===== config.mk =====
export PLATFORM = sky130hd
export DESIGN_NAME = fsk_tag_wavegen
export DESIGN_NICKNAME = d
export VERILOG_FILES = /design/src/rtl/fsk_tag_pkg.sv /design/src/rtl/fsk_tone_cell.sv /design/src/rtl/fsk_frame_seq.sv /design/src/rtl/fsk_tag_wavegen.sv
export SDC_FILE = /design/constraint.sdc
export NUM_CORES = 1
export LEC_CHECK = 0
export BUFFER_PORTS_ARGS = -buffer_cell sky130_fd_sc_hd__buf_2
export CAP_MARGIN = 20
export CORE_ASPECT_RATIO = 1.75
export CORE_MARGIN = 3
export CORE_UTILIZATION = 30
export DETAILED_ROUTE_END_ITERATION = 10
export PLACE_DENSITY_LB_ADDON = 0.2
export SLEW_MARGIN = 20
export SYNTH_ARGS = -nofsm -noshare
export SYNTH_HDL_FRONTEND = slang
export SYNTH_HIERARCHICAL = 1
export SYNTH_SLANG_ARGS = --single-unit

===== constraint.sdc =====
create_clock -name clk -period 4.5 [get_ports clk]
set_input_delay 0.45 -clock clk [delete_from_list [all_inputs] [get_ports clk]]
set_output_delay 0.45 -clock clk [all_outputs]
set_load 0.02 [all_outputs]

===== src/rtl/fsk_tag_pkg.sv =====
package fsk_tag_pkg;

  typedef enum logic [1:0] {
    SEG_MARK,
    SEG_SEP,
    SEG_FIRST,
    SEG_SECOND
  } seg_kind_e;

  // Number of ticks in one full frame for a given parameter set.
  function automatic int frame_len(int id_w, int group, int mark_len, int mark_tones,
                                   int short_div, int short_reps, int long_div, int long_reps);
    int total;
    total = 0;
    for (int i = 0; i < mark_len; i++) begin
      total += ((mark_tones >> i) & 1) != 0 ? long_div * long_reps : short_div * short_reps;
    end
    total += id_w * (short_div * short_reps + long_div * long_reps);
    total += (id_w / group) * short_div;
    return total;
  endfunction

endpackage


===== src/rtl/fsk_tone_cell.sv =====
module fsk_tone_cell #(
  parameter int SHORT_DIV = 8,
  parameter int SHORT_ON  = 2,
  parameter int LONG_DIV  = 10,
  parameter int LONG_ON   = 3,
  parameter int REP_W     = 3
) (
  input  logic             clk,
  input  logic             rst,
  input  logic             clear,
  input  logic             step,
  input  logic             use_long,
  input  logic [REP_W-1:0] reps,
  output logic             level,
  output logic             cell_end,
  output logic             at_origin
);
  localparam int DIV_MAX = (LONG_DIV > SHORT_DIV) ? LONG_DIV : SHORT_DIV;
  localparam int PH_W    = $clog2(DIV_MAX);

  logic [PH_W-1:0]  phase_q;
  logic [PH_W-1:0]  period_last;
  logic [PH_W-1:0]  on_len;
  logic [REP_W-1:0] rep_q;
  logic             period_end;

  always_comb begin
    period_last = use_long ? PH_W'(LONG_DIV - 1) : PH_W'(SHORT_DIV - 1);
    on_len      = use_long ? PH_W'(LONG_ON) : PH_W'(SHORT_ON);
    level       = (phase_q < on_len);
    period_end  = (phase_q == period_last);
    cell_end    = period_end && (rep_q == reps - REP_W'(1));
    at_origin   = (phase_q == '0) && (rep_q == '0);
  end

  always_ff @(posedge clk) begin
    if (rst || clear) begin
      phase_q <= '0;
      rep_q   <= '0;
    end else if (step) begin
      if (period_end) begin
        phase_q <= '0;
        rep_q   <= cell_end ? '0 : rep_q + REP_W'(1);
      end else begin
        phase_q <= phase_q + PH_W'(1);
      end
    end
  end

endmodule


===== src/rtl/fsk_frame_seq.sv =====
module fsk_frame_seq
  import fsk_tag_pkg::*;
#(
  parameter int                ID_W       = 44,
  parameter int                GROUP      = 4,
  parameter int                MARK_LEN   = 8,
  parameter logic [MARK_LEN-1:0] MARK_TONES = 8'hB8,
  parameter int                SHORT_REPS = 6,
  parameter int                LONG_REPS  = 5,
  parameter int                REP_W      = 3
) (
  input  logic             clk,
  input  logic             rst,
  input  logic             clear,
  input  logic             advance,
  input  logic [ID_W-1:0]  id,
  output logic             use_long,
  output logic [REP_W-1:0] reps,
  output logic             frame_head
);
  localparam int BI_W = $clog2(ID_W);
  localparam int MI_W = (MARK_LEN > 1) ? $clog2(MARK_LEN) : 1;

  seg_kind_e       kind_q;
  logic [MI_W-1:0] mark_q;
  logic [BI_W-1:0] bit_q;
  logic            cur_bit;

  function automatic logic opens_group(input logic [BI_W-1:0] b);
    return (int'(b) % GROUP) == (GROUP - 1);
  endfunction

  always_comb begin
    cur_bit = id[bit_q];
    unique case (kind_q)
      SEG_MARK:   use_long = MARK_TONES[mark_q];
      SEG_SEP:    use_long = 1'b0;
      SEG_FIRST:  use_long = cur_bit;
      default:    use_long = !cur_bit;
    endcase
    if (kind_q == SEG_SEP) reps = REP_W'(1);
    else if (use_long)     reps = REP_W'(LONG_REPS);
    else                   reps = REP_W'(SHORT_REPS);
    frame_head = (kind_q == SEG_MARK) && (mark_q == '0);
  end

  always_ff @(posedge clk) begin
    if (rst || clear) begin
      kind_q <= SEG_MARK;
      mark_q <= '0;
      bit_q  <= BI_W'(ID_W - 1);
    end else if (advance) begin
      unique case (kind_q)
        SEG_MARK: begin
          if (mark_q == MI_W'(MARK_LEN - 1)) begin
            bit_q  <= BI_W'(ID_W - 1);
            kind_q <= opens_group(BI_W'(ID_W - 1)) ? SEG_SEP : SEG_FIRST;
          end else begin
            mark_q <= mark_q + MI_W'(1);
          end
        end
        SEG_SEP:   kind_q <= SEG_FIRST;
        SEG_FIRST: kind_q <= SEG_SECOND;
        default: begin
          if (bit_q == '0) begin
            kind_q <= SEG_MARK;
            mark_q <= '0;
          end else begin
            bit_q  <= bit_q - BI_W'(1);
            kind_q <= opens_group(bit_q - BI_W'(1)) ? SEG_SEP : SEG_FIRST;
          end
        end
      endcase
    end
  end

endmodule


===== src/rtl/fsk_tag_wavegen.sv =====
module fsk_tag_wavegen #(
  parameter int ID_HI_W    = 12,
  parameter int ID_LO_W    = 32,
  parameter int GROUP      = 4,
  parameter int SHORT_DIV  = 8,
  parameter int SHORT_ON   = 2,
  parameter int SHORT_REPS = 6,
  parameter int LONG_DIV   = 10,
  parameter int LONG_ON    = 3,
  parameter int LONG_REPS  = 5
) (
  input  logic               clk,
  input  logic               rst,
  input  logic               enable,
  input  logic               start,
  input  logic [ID_HI_W-1:0] id_hi,
  input  logic [ID_LO_W-1:0] id_lo,
  input  logic               tick,
  output logic               mod_out,
  output logic               frame_start
);
  localparam int ID_W     = ID_HI_W + ID_LO_W;
  localparam int REPS_MAX = (LONG_REPS > SHORT_REPS) ? LONG_REPS : SHORT_REPS;
  localparam int REP_W    = $clog2(REPS_MAX + 1);
  localparam int MARK_LEN = 8;
  localparam logic [MARK_LEN-1:0] MARK_TONES = 8'hB8;

  logic            running_q;
  logic [ID_W-1:0] id_q;
  logic            restart;
  logic            step;
  logic            use_long;
  logic [REP_W-1:0] reps;
  logic            level;
  logic            cell_end;
  logic            at_origin;
  logic            frame_head;

  assign restart = enable && start;
  assign step    = running_q && enable && tick && !start;

  fsk_frame_seq #(
    .ID_W       (ID_W),
    .GROUP      (GROUP),
    .MARK_LEN   (MARK_LEN),
    .MARK_TONES (MARK_TONES),
    .SHORT_REPS (SHORT_REPS),
    .LONG_REPS  (LONG_REPS),
    .REP_W      (REP_W)
  ) u_seq (
    .clk        (clk),
    .rst        (rst),
    .clear      (restart),
    .advance    (step && cell_end),
    .id         (id_q),
    .use_long   (use_long),
    .reps       (reps),
    .frame_head (frame_head)
  );

  fsk_tone_cell #(
    .SHORT_DIV (SHORT_DIV),
    .SHORT_ON  (SHORT_ON),
    .LONG_DIV  (LONG_DIV),
    .LONG_ON   (LONG_ON),
    .REP_W     (REP_W)
  ) u_cell (
    .clk       (clk),
    .rst       (rst),
    .clear     (restart),
    .step      (step),
    .use_long  (use_long),
    .reps      (reps),
    .level     (level),
    .cell_end  (cell_end),
    .at_origin (at_origin)
  );

  always_ff @(posedge clk) begin
    if (rst) begin
      running_q   <= 1'b0;
      id_q        <= '0;
      mod_out     <= 1'b0;
      frame_start <= 1'b0;
    end else if (!enable) begin
      running_q   <= 1'b0;
      mod_out     <= 1'b0;
      frame_start <= 1'b0;
    end else if (start) begin
      running_q   <= 1'b1;
      id_q        <= {id_hi, id_lo};
      frame_start <= 1'b0;
    end else if (step) begin
      mod_out     <= level;
      frame_start <= frame_head && at_origin;
    end else begin
      frame_start <= 1'b0;
    end
  end

endmodule


# After elaboration in Yosys (flattened, before gate mapping)
# Memory sizes are Yosys's and may differ from the RTL's. A register that Yosys moved wholly into a read port is not among the register bits.
# Cells that the tools add are included.
# totals
n_memories,1
regBits,65
mem_bits_ro,8
word_cells,80
# mem_list
name,words,word_bits,read_ports,rd_clocked_by_memory_dff,wr,line,text
(no name shown),8,1,1,1,0,fsk_frame_seq.sv:36,SEG_MARK: use_long = MARK_TONES[mark_q];
# op_classes
n_eq_ne,9
bitwise,4
n_lt_le_gt_ge,3
n_reduce_logical,27
mux,22
n_addsub,5
# op_table
op,count
$mux 3,6
$mux 6,2
$pmux 6 s2,1
$logic_and 1x1->1,9
$mux 2,4
$mux 4,2
$reduce_and 2->1,4
$reduce_and 4->1,2
$lt 6x7->1 const B,1
$add 3x1->3 const B,2
$bmux 1 s6,1
$logic_not 3->1,2
$logic_not 6->1,1
$pmux 2 s3,1
$pmux 3 s2,1
$sub 6x1->6 const B,1
$add 4x1->4 const B,1
$eq 2x1->1 const B,2
$eq 4x4->1,1
$logic_not 4->1,1
$lt 3x4->1 const B,1
$lt 4x4->1,1
$ne 2x2->1 const B,2
$not 1->1,4
13 further kinds,17

# Longest topological paths before layout
# Gate-level depths: netlist (run 1).
# logic_depth
word_depth,13
ltp_mapped,20
mapped_depth_nobuf,18

# Cells and area by module
# The synthesis (run 1) kept the hierarchy.
# by_module_without_submodules
mod,cells_each,n_inst,area_each_um2
fsk_tag_wavegen,213,1,2062.0
fsk_frame_seq,135,1,1207.4
fsk_tone_cell,53,1,478.0

# Worst setup path after synthesis (run 1)
# No wires, ideal clock.
# synth_path
kind,register to register
from,register u_seq.bit_q[1]
to,register u_seq.bit_q[4]
path_slack_ns,0.400
stages_incl_launch_ff,19
synth_period_minus_slack_ns,4.100
setup_ns,0.115
t_arrival_ns,3.985
path_cell_list,dfxtp_1 mux4_2 mux2_2 a21oi_1 nor4bb_1 a31oi_1 and4_1 inv_1 ha_1 xnor3_1 nand4_1 nor2_2 and2_1 nor2b_1 o311ai_4 or2_1 nor3_1 xor2_1 and2_1
# synth_between
elab_chain_cells,11
word_cells_on_any_way,18
classes_between,add/sub (2); eq/ne (3); mux (8); reduce/logical (5)
# synth_lines
element,line,text
"start, declared",fsk_frame_seq.sv:26,logic [BI_W-1:0] bit_q;
"start signal, assigned",fsk_frame_seq.sv:51,bit_q <= BI_W'(ID_W - 1);
"start signal, assigned",fsk_frame_seq.sv:56,bit_q <= BI_W'(ID_W - 1);
"start signal, assigned",fsk_frame_seq.sv:69,bit_q <= bit_q - BI_W'(1);
$bmux 1 s6 *,fsk_frame_seq.sv:34,cur_bit = id[bit_q];
$mux 1 (not written as such) *,fsk_frame_seq.sv:34,
$logic_not 1->1,fsk_frame_seq.sv:39,default: use_long = !cur_bit;
$pmux 1 s3 *,fsk_frame_seq.sv:35,unique case (kind_q)
$mux 2 *,fsk_frame_seq.sv:42,else if (use_long) reps = REP_W'(LONG_REPS);
$mux 3 *,fsk_frame_seq.sv:41,if (kind_q == SEG_SEP) reps = REP_W'(1);
named net reps[1],fsk_tag_wavegen.sv:33,logic [REP_W-1:0] reps;
$sub 3x1->3 *,fsk_tone_cell.sv:32,cell_end = period_end && (rep_q == reps - REP_W'(1));
$eq 3x3->1 *,fsk_tone_cell.sv:32,
$logic_and 1x1->1 *,fsk_tone_cell.sv:32,
named net cell_end,fsk_tag_wavegen.sv:35,logic cell_end;
$logic_and 1x1->1 *,fsk_tag_wavegen.sv:54,".advance (step && cell_end),"
$reduce_and 4->1 (no line) *,n/a,
# The timed path passes the listed nets; every way through them passes the cells marked *. The select of a mux whose other input is x is not followed.
# A chain may end at the register's enable or synchronous reset.

# Worst setup path after layout (run 1)
# Ends and elaborated chain as after synthesis.

==> results of run 1 <==
logic make-up (layout without fill, tap and decap cells):
kind of cell / after synthesis / in the layout / synth area share
AO/OA/AOI/OAI: 116 / 116 / 0.2441
XOR/XNOR: 12 / 12 / 0.03172
adder cells (fa/ha/maj): 14 / 14 / 0.04675
buffers and inverters: 48 / 87 / 0.07112
flip-flops: 66 / 66 / 0.3526
multiplexers: 25 / 25 / 0.07846
AND/OR/NAND/NOR: 120 / 120 / 0.1753
registers in the layout (all words and copies together) (netlist names), named ones only:
name,flops
id_q,44
u_seq/bit_q,6
u_cell/phase_q,4
u_cell/rep_q,3
u_seq/mark_q,3
u_seq/kind_q,2
frame_start,1
mod_out,1
running_q,1
worst max-delay path by stage:
stage,slack (ns),to,start
finish,0.35,u_seq/bit_q[4]$_SDFFE_PN0P_,u_seq/bit_q[1]$_SDFFE_PN1P_
global route,0.0003,u_seq/bit_q[4]$_SDFFE_PN0P_,u_seq/bit_q[1]$_SDFFE_PN1P_
CTS,0.25,u_seq/bit_q[4]$_SDFFE_PN0P_,u_seq/bit_q[1]$_SDFFE_PN1P_
detailed placement,0.32,u_seq/bit_q[4]$_SDFFE_PN0P_,u_seq/bit_q[1]$_SDFFE_PN1P_
global placement,0.41,u_seq/bit_q[4]$_SDFFE_PN0P_,u_seq/bit_q[1]$_SDFFE_PN1P_
floorplan,0.40,u_seq/bit_q[4]$_SDFFE_PN0P_,u_seq/bit_q[1]$_SDFFE_PN1P_
through the flow:
step                      total power, mW  instances
after detailed placement           0.7351        588
after global placement             0.7340        588
after CTS                           1.508        604
final                               1.487        605
after floorplan                    0.7025        401
after global routing                1.550        605
cells in the mapped netlist, drive strengths merged (2+ instances only):
master  instances
mux2i          20
and2            5
mux4            3
a22oi           6
nand3b          4
nor3b           2
nor2b           4
a21bo          44
clkbuf          2
and4bb          2
nor4            2
nor3            4
nor4bb          2
and4b           2
inv            15
xnor2           4
o211ai          2
nand4           6
mux2            2
xor2            7
nand3          48
dfxtp          66
nand2          19
ha             14
a31oi           2
nand2b          2
nor2           13
or2             2
a21oi          52
buf            31
worst register-to-register path, stage by stage (launching register included):
cell and delay, ns:
dfxtp_1 0.41, mux4_2 0.52, mux2_2 0.28, a21oi_1 0.19, nor4bb_1 0.08, a31oi_1 0.26, and4_1 0.23, inv_1 0.05
ha_1 0.18, xnor3_1 0.28, nand4_1 0.17, nor2_2 0.17, and2_1 0.16, nor2b_2 0.20, o311ai_4 0.17, or2_1 0.27
nor3_1 0.18, xor2_1 0.09, and2_1 0.16
final cells by class:
class / instances / area [um^2] / area share
clock buffer: 10 / 239.0 / 0.05456
clock inverter: 6 / 90.09 / 0.02057
inverter: 15 / 56.30 / 0.01285
multi-input combinational: 287 / 2168 / 0.4950
sequential: 66 / 1321 / 0.3016
tap: 165 / 206.4 / 0.04713
timing repair buffer: 56 / 299.0 / 0.06827
per-layer routing:
layer	wire length [um]	vias up	track usage
met5	0	-	0
met4	214	0	0.05844
met3	294	17	0.02643
met2	4807	56	0.2287
met1	3551	1449	0.1459
li1	-	1510	-
power breakdown:
group | internal [mW] | switching (mW)
Sequential | 0.603 | 0.00977
Combinational | 0.0497 | 0.0581
Clock | 0.501 | 0.265
Total | 1.15 | 0.333
repair_timing:
item	4_1_cts	5_1_grt
buffers inserted	0	1
setup endpoints to repair	0	4
resized for setup	0	3
==> run metrics, run 1 <==
Pre-antenna DRT Iters 4; number of fill cells 1227; CTS Hold Bufs 0; Yosys reg bits between 60 and 70; Leak approximately 1.8 nW; reg2reg end u_seq/bit_q[4]$_SDFFE_PN0P_; minimum clock period 4.147 ns; Starting Density 0.3088; Clock Skews 0.004601 ns; Final GP Congestion 0.7593; count of cell types in the netlist 55; DRT Wirelength 8.869 mm; status finished, final reports clean; Post-Syn Area 3747 um^2; WP data arrival ~4.4 ns; Worst Reg-to-Reg Cells 18; warnings from Yosys 6; remaining antenna violation count after routing 0; pwr/cell area 339.4 nW/um^2; diode count 0; hold slack 0.3765 ns; total core area roughly 12000 um^2; row count 53; ys async rst share 0; Final WS setup 0.3526 ns; IO Pins 51; Clock transition at path regs 0.06 ns; WHS Endpoint id_q[35]$_SDFFE_PP0P_; cell accounting for the most synthesized area dfxtp_1; critical path peak fanout 5; Rel. slew slack 0.3162; Startpoint Class flop; CP Data Required Time roughly 4.7 ns; max cap viols 0; Cells after Synth 401; DR iter-0 viols 161; routed via count just over 3000; Worst-Margin Slew 1.026 ns; drt wl/cell 14.66 um; first-pass GRT wire length between 10 and 15 mm; Critical Path Most Common Cell and2_1; CP Cell Sequence mux4_2 > mux2_2 > a21oi_1 > nor4bb_1 > a31oi_1 > and4_1 > inv_1 > ha_1 > xnor3_1 > nand4_1 > nor2_2 > and2_1 > nor2b_2 > o311ai_4 > or2_1 > nor3_1 > xor2_1 > and2_1; Slowest cell on crit path mux4_2; layout cells sized above 1 0.2432; gr usage total 0.1285; flop-to-flop setup slack 0.35 ns; final setup TNS 0 ns; Post-DP HPWL slightly above 6 mm; Synth-to-Final Area Change 16.89%; die height 153.9 um; later-pin clock latency in the skew report 0.33 ns; Placed Area roughly 4000 um^2; Setup WS pre-CTS approximately 0.32 ns; Max VDD drop about 150 uV; family with the most delay on the worst path simple AND/OR/NAND/NOR gates; CP peak stage delay 0.52 ns; CTS tree built; H-Tree Depth 3; most common cell after layout, fill and taps aside dfxtp_1; post-synth top area share 0.3526; CP Depth 18; Final Util 0.3610; sequential area share after synthesis 0.3526; Hold Path Depth 3; clock root buffer clkbuf_16; post-route design area 4380 um^2; CP endpoint kind flop; CP Class reg -> reg; commonest non-fill, non-tap cells in the layout dfxtp_1, buf_2, nand3_1, a21oi_1, a21bo_1; fin crit share 0.9216; final hold violations 0; Final #Nets between 400 and 500; Die Width about 90 um; Final Slew Violations 0; largest net degree at the start of global routing 93; DRC 0; PortBufs 50; Buf/Inv on CP 1; DR vias/cell approximately 5; worst hold path type in -> reg; clock tree buffer depth 2; die area roughly 14000 um^2; RSZ-0062 raised after global routing no; grt ovf 0; vias in the first global route approximately 2900; Fmax achieved about 0.24 GHz; Synth Area per Inst 9.345 um^2; clk sinks 66; largest cells by area after synthesis dfxtp_1, a21bo_1, a21oi_1; Post-synth top flop dfxtp_1; syn nets 464; number of enable flip-flop cells after synthesis 0; reg2reg start u_seq/bit_q[1]$_SDFFE_PN1P_; hold wc startpoint id_hi[3]; initial antenna violation count 0; final setup violating endpoints 0; Num CTS Buffers 9
Power figures use the tool's default switching activity.
==> run 2: changes to the inputs <==
CORE_ASPECT_RATIO = 1.5   (was 1.75)
==> run metrics, run 2 (same netlist as run 1, synthesis figures left out) <==
vias in the first global route 3095 (was 2948); fin crit share 0.9218 (was 0.9216); gr usage total 0.1287 (was 0.1285); Die Width 97.26 um (was 90.49 um); grt ovf 0 (unchanged); DRC 0 (unchanged); Leak 1.811 nW (was 1.815 nW); CTS tree built (unchanged); critical path peak fanout 6 (was 5); clk sinks 66 (unchanged); H-Tree Depth 3 (unchanged); routed via count 2984 (was 3032); hold slack 0.3747 ns (was 0.3765 ns); RSZ-0062 raised after global routing no (unchanged); Final GP Congestion 0.8042 (was 0.7593); Worst-Margin Slew 1.052 ns (was 1.026 ns); clock tree buffer depth 2 (unchanged); Buf/Inv on CP 2 (was 1); pwr/cell area 337.6 nW/um^2 (was 339.4 nW/um^2); Setup WS pre-CTS 0.1626 ns (was 0.3235 ns); status finished, final reports clean (unchanged); final hold violations 0 (unchanged); PortBufs 50 (unchanged); Num CTS Buffers 9 (unchanged); minimum clock period 4.148 ns (was 4.147 ns); number of fill cells 1256 (was 1227); Fmax achieved 0.2411 GHz (about the same); DRT Wirelength 8.553 mm (was 8.869 mm); family with the most delay on the worst path simple AND/OR/NAND/NOR gates (unchanged); most common cell after layout, fill and taps aside dfxtp_1 (unchanged); Synth-to-Final Area Change 16.29% (was 16.89%); commonest non-fill, non-tap cells in the layout dfxtp_1, buf_2, nand3_1, a21oi_1, a21bo_1 (unchanged); die area 13900 um^2 (was 13920 um^2); DR vias/cell 5.032 (was 5.012); CP Data Required Time 4.72 ns (about the same); Max VDD drop 156.2 uV (was 147.6 uV); IO Pins 51 (unchanged); Biggest register id_q (unchanged); Post-DP HPWL 5.964 mm (was 6.155 mm); Clock Skews 0.007021 ns (was 0.004601 ns); CP peak stage delay 0.53 ns (was 0.52 ns); layout cells sized above 1 0.2432 (unchanged); later-pin clock latency in the skew report 0.33 ns (about the same); Clock transition at path regs 0.06 ns (about the same); Starting Density 0.3103 (was 0.3088); Final WS setup 0.3521 ns (was 0.3526 ns); CP Cell Sequence mux4_2 > mux2_2 > a21oi_1 > nor4bb_1 > a31oi_1 > buf_4 > nand4_1 > inv_1 > ha_1 > xnor3_1 > nand4_1 > nor2_2 > and2_1 > nor2b_2 > o311ai_4 > or2_1 > nor3_1 > xor2_1 > and2_1 (was mux4_2 > mux2_2 > a21oi_1 > nor4bb_1 > a31oi_1 > and4_1 > inv_1 > ha_1 > xnor3_1 > nand4_1 > nor2_2 > and2_1 > nor2b_2 > o311ai_4 > or2_1 > nor3_1 > xor2_1 > and2_1); worst hold path type in -> reg (unchanged); WP data arrival 4.36 ns (was 4.37 ns); max reg flops 44 (unchanged); Largest regs id_q (44), u_seq/bit_q (6), u_cell/phase_q (4) (unchanged); total core area 12080 um^2 (was 12140 um^2); clock root buffer clkbuf_16 (unchanged); Startpoint Class flop (unchanged); Final Slew Violations 0 (unchanged); first-pass GRT wire length 14.68 mm (was 14.53 mm); CP Class reg -> reg (unchanged); initial antenna violation count 0 (unchanged); Pre-antenna DRT Iters 6 (was 4); Rel. slew slack 0.2987 (was 0.3162); CP endpoint kind flop (unchanged); Final Util 0.3608 (was 0.3610); die height 142.9 um (was 153.9 um); DR iter-0 viols 113 (was 161); Slowest cell on crit path mux4_2 (unchanged); largest net degree at the start of global routing 93 (unchanged); max cap viols 0 (unchanged); drt wl/cell 14.42 um (was 14.66 um); final setup violating endpoints 0 (unchanged); diode count 0 (unchanged); row count 49 (was 53); Final #Nets 498 (unchanged); remaining antenna violation count after routing 0 (unchanged); final setup TNS 0 ns (unchanged)
-- run 2: changes by cell type in the layout (fill, tap and decap cells not counted), sizes merged --
cell,previous run,this run
clkbuf,10,11
clkinv,3,2
-- run 2: report_power, final --
| part | switching [mW] | internal [mW] |
|---|---|---|
| Combinational | 0.0581 | 0.0497 |
| Clock | 0.252 | 0.498 |
| Sequential | 0.00960 | 0.604 |
-- run 2: layout make-up --
class	count	area [um^2]	area share
tap	153	191.4	0.04393
sequential	66	1323	0.3035
multi-input combinational	287	2168	0.4976
inverter	15	56.30	0.01292
clock buffer	11	242.7	0.05570
timing repair buffer	56	299.0	0.06862
clock inverter	5	77.57	0.01780
-- run 2: stage by stage --
step | cell area (um^2) | std cells | total power, mW
after floorplan | 3747 | 401 | 0.7025
after global placement | 4016 | 576 | 0.7331
after detailed placement | 4016 | 576 | 0.7348
after CTS | 4337 | 592 | 1.491
after global routing | 4358 | 593 | 1.526
final | 4358 | 593 | 1.471
-- run 2: timing repair --
action / in CTS / in global routing
endpoints found under the setup margin: 0 / 5
setup buffers: 0 / 1
hold buffers: 0 / 0
gates resized for setup: 0 / 4
-- run 2: routing by layer --
| metal | share of wire | global-route usage | vias to the layer above |
|---|---|---|---|
| met5 | 0 | 0 | - |
| met4 | 0.019 | 0.05470 | 0 |
| met3 | 0.025 | 0.02346 | 12 |
| met2 | 0.52 | 0.2300 | 38 |
| met1 | 0.43 | 0.1513 | 1419 |
| li1 | - | - | 1515 |
-- run 2: worst paths after layout --
kind                            depth (start not counted)                         from                          end  slack (ns)
worst max-delay path                                   19  u_seq/bit_q[1]$_SDFFE_PN1P_  u_seq/bit_q[4]$_SDFFE_PN0P_        0.35
worst max register to register                         19  u_seq/bit_q[1]$_SDFFE_PN1P_  u_seq/bit_q[4]$_SDFFE_PN0P_        0.35
worst min-delay path                                    3                     id_hi[3]        id_q[35]$_SDFFE_PP0P_        0.37
worst min register to register                          2         mod_out$_SDFFE_PP0P_         mod_out$_SDFFE_PP0P_        0.49
-- run 2: worst reg2reg max path, stage by stage (launching register included) --
cell,delay [ns]
dfxtp_2,0.42
mux4_2,0.53
mux2_2,0.27
a21oi_1,0.19
nor4bb_1,0.08
a31oi_1,0.18
buf_4,0.14
nand4_1,0.13
inv_1,0.09
ha_1,0.18
xnor3_1,0.21
nand4_1,0.19
nor2_2,0.18
and2_1,0.16
nor2b_2,0.21
o311ai_4,0.16
or2_1,0.27
nor3_1,0.19
xor2_1,0.09
and2_1,0.16
==> run 3: changes to the inputs <==
CORE_UTILIZATION = 50   (was 30)
==> run metrics, run 3 (same netlist as run 1, synthesis figures left out) <==
Clock transition at path regs 0.07 ns (was 0.06 ns); DR vias/cell 5.445 (was 5.032); final hold violations 0 (unchanged); max reg flops 44 (unchanged); M1 WL 3.386 mm (was 3.701 mm); RSZ-0062 raised after global routing no (unchanged); total core area 7274 um^2 (was 12080 um^2); CP Cell Sequence mux4_2 > mux2_2 > a21oi_1 > nor4bb_1 > a31oi_1 > and4_1 > inv_1 > ha_1 > xnor3_1 > nand4_1 > nor2_2 > and2_1 > nor2b_1 > o311ai_4 > or2_1 > nor3_1 > xor2_1 > and2_1 (was mux4_2 > mux2_2 > a21oi_1 > nor4bb_1 > a31oi_1 > buf_4 > nand4_1 > inv_1 > ha_1 > xnor3_1 > nand4_1 > nor2_2 > and2_1 > nor2b_2 > o311ai_4 > or2_1 > nor3_1 > xor2_1 > and2_1); DRT Wirelength 7.729 mm (was 8.553 mm); grt ovf 0 (unchanged); die height 112.0 um (was 142.9 um); remaining antenna violation count after routing 0 (unchanged); clk sinks 66 (unchanged); fin crit share 0.9220 (was 0.9218); Leak 1.742 nW (was 1.811 nW); hold slack 0.3657 ns (was 0.3747 ns); status finished, final reports clean (unchanged); Max VDD drop 266.7 uV (was 156.2 uV); layout cells sized above 1 0.2323 (was 0.2432); clock root buffer clkbuf_8 (was clkbuf_16); Pre-antenna DRT Iters 4 (was 6); Final GP Congestion 0.8133 (was 0.8042); Synth-to-Final Area Change 10.48% (was 16.29%); Num CTS Buffers 9 (unchanged); initial antenna violation count 0 (unchanged); CP Class reg -> reg (unchanged); Post-CTS Setup Bufs 0 (unchanged); first-pass GRT wire length 13.25 mm (was 14.68 mm); Buf/Inv on CP 1 (was 2); row count 38 (was 49); later-pin clock latency in the skew report 0.33 ns (about the same); max cap viols 0 (unchanged); minimum clock period 4.149 ns (was 4.148 ns); vias in the first global route 2901 (was 3095); Slowest cell on crit path mux4_2 (unchanged); Starting Density 0.5151 (was 0.3103); Startpoint Class flop (unchanged); final setup violating endpoints 0 (unchanged); Final #Nets 497 (was 498); WP data arrival 4.38 ns (was 4.36 ns); CP endpoint kind flop (unchanged); largest net degree at the start of global routing 93 (unchanged); diode count 0 (unchanged); pwr/cell area 288.1 nW/um^2 (was 337.6 nW/um^2); Largest regs id_q (44), u_seq/bit_q (6), u_cell/phase_q (4) (unchanged); drt wl/cell 14.34 um (was 14.42 um); family with the most delay on the worst path simple AND/OR/NAND/NOR gates (unchanged); IO Pins 51 (unchanged); CTS Hold Bufs 0 (unchanged); DR WL met2 4.093 mm (was 4.474 mm); Biggest register id_q (unchanged); DR top layer met4 (unchanged); CTS tree built (unchanged); Worst-Margin Slew 0.9724 ns (was 1.052 ns); die area 8591 um^2 (was 13900 um^2); metal3 WL 173 um (was 213 um); Fmax achieved 0.2410 GHz (was 0.2411 GHz); gr usage total 0.1882 (was 0.1287); CP peak stage delay 0.52 ns (was 0.53 ns); Die Width 76.69 um (was 97.26 um); routed via count 2935 (was 2984); Clock Skews 0.007459 ns (was 0.007021 ns); critical path peak fanout 5 (was 6); Final Slew Violations 0 (unchanged); clock tree buffer depth 2 (unchanged); worst hold path type in -> reg (unchanged); Post-DP HPWL 5.401 mm (was 5.964 mm); commonest non-fill, non-tap cells in the layout dfxtp_1, buf_2, nand3_1, a21oi_1, a21bo_1 (unchanged); PortBufs 50 (unchanged); CP Data Required Time 4.73 ns (was 4.72 ns); DRC 0 (unchanged); Critical Path Most Common Cell and2_1; Post-CTS Resized 0 (unchanged); Rel. slew slack 0.3517 (was 0.2987); DR iter-0 viols 119 (was 113); final setup TNS 0 ns (unchanged); H-Tree Depth 3 (unchanged); number of fill cells 678 (was 1256); most common cell after layout, fill and taps aside dfxtp_1 (unchanged)
-- run 3: area by class of cell --
class / count / area, um^2 / area share
clock buffers: 11 / 131.4 / 0.03173
clock inverters: 5 / 55.05 / 0.01330
inverters: 15 / 56.30 / 0.01360
multi-input cells: 287 / 2160 / 0.5216
flip-flops and latches: 66 / 1321 / 0.3191
well taps: 100 / 125.1 / 0.03022
repair buffers: 55 / 291.5 / 0.07041
-- run 3: worst paths after layout --
kind / startpoint / end / slack (ns) / cells after the start
setup / recovery: u_seq/bit_q[1]$_SDFFE_PN1P_ / u_seq/bit_q[4]$_SDFFE_PN0P_ / 0.35 / 18
hold / removal: id_hi[0] / id_q[32]$_SDFFE_PP0P_ / 0.37 / 3
setup reg to reg: u_seq/bit_q[1]$_SDFFE_PN1P_ / u_seq/bit_q[4]$_SDFFE_PN0P_ / 0.35 / 18
hold reg to reg: u_seq/mark_q[0]$_SDFFE_PN0N_ / u_seq/mark_q[0]$_SDFFE_PN0N_ / 0.50 / 2
-- run 3: metrics by stage --
stage                     power (mW)  setup slack (ns)    util  instance area [um^2]  instances
final                          1.193            0.3510  0.5691                  4140        539
after global placement        0.7300            0.5049  0.5430                  3950        523
after global routing           1.247          0.007208  0.5691                  4140        539
after detailed placement      0.7321            0.3622  0.5430                  3950        523
after CTS                      1.207            0.3406  0.5686                  4136        539
after floorplan               0.7025            0.4003       -                  3747        401
-- run 3: worst register-to-register path, delay by kind of cell, from the launching register on --
| family | cells | cell delay (ns) |
|---|---|---|
| buffers and inverters | 1 | 0.04 |
| adder cells (fa/ha/maj) | 1 | 0.18 |
| multiplexers | 2 | 0.79 |
| XOR/XNOR | 2 | 0.36 |
| flip-flops | 1 | 0.41 |
| AO/OA/AOI/OAI | 3 | 0.60 |
| AND/OR/NAND/NOR | 9 | 1.66 |
-- run 3: power breakdown --
part	internal, mW	leakage, nW	switching (mW)
Combinational	0.0496	1.12	0.0560
Clock	0.254	0.0893	0.220
Sequential	0.603	0.537	0.00970
Total	0.907	1.74	0.286
-- run 3: per-layer routing --
layer	GRT usage	up-vias
li1	-	1506
met1	0.2248	1383
met2	0.3329	42
met3	0.04093	4
met4	0.06167	0
met5	0	-
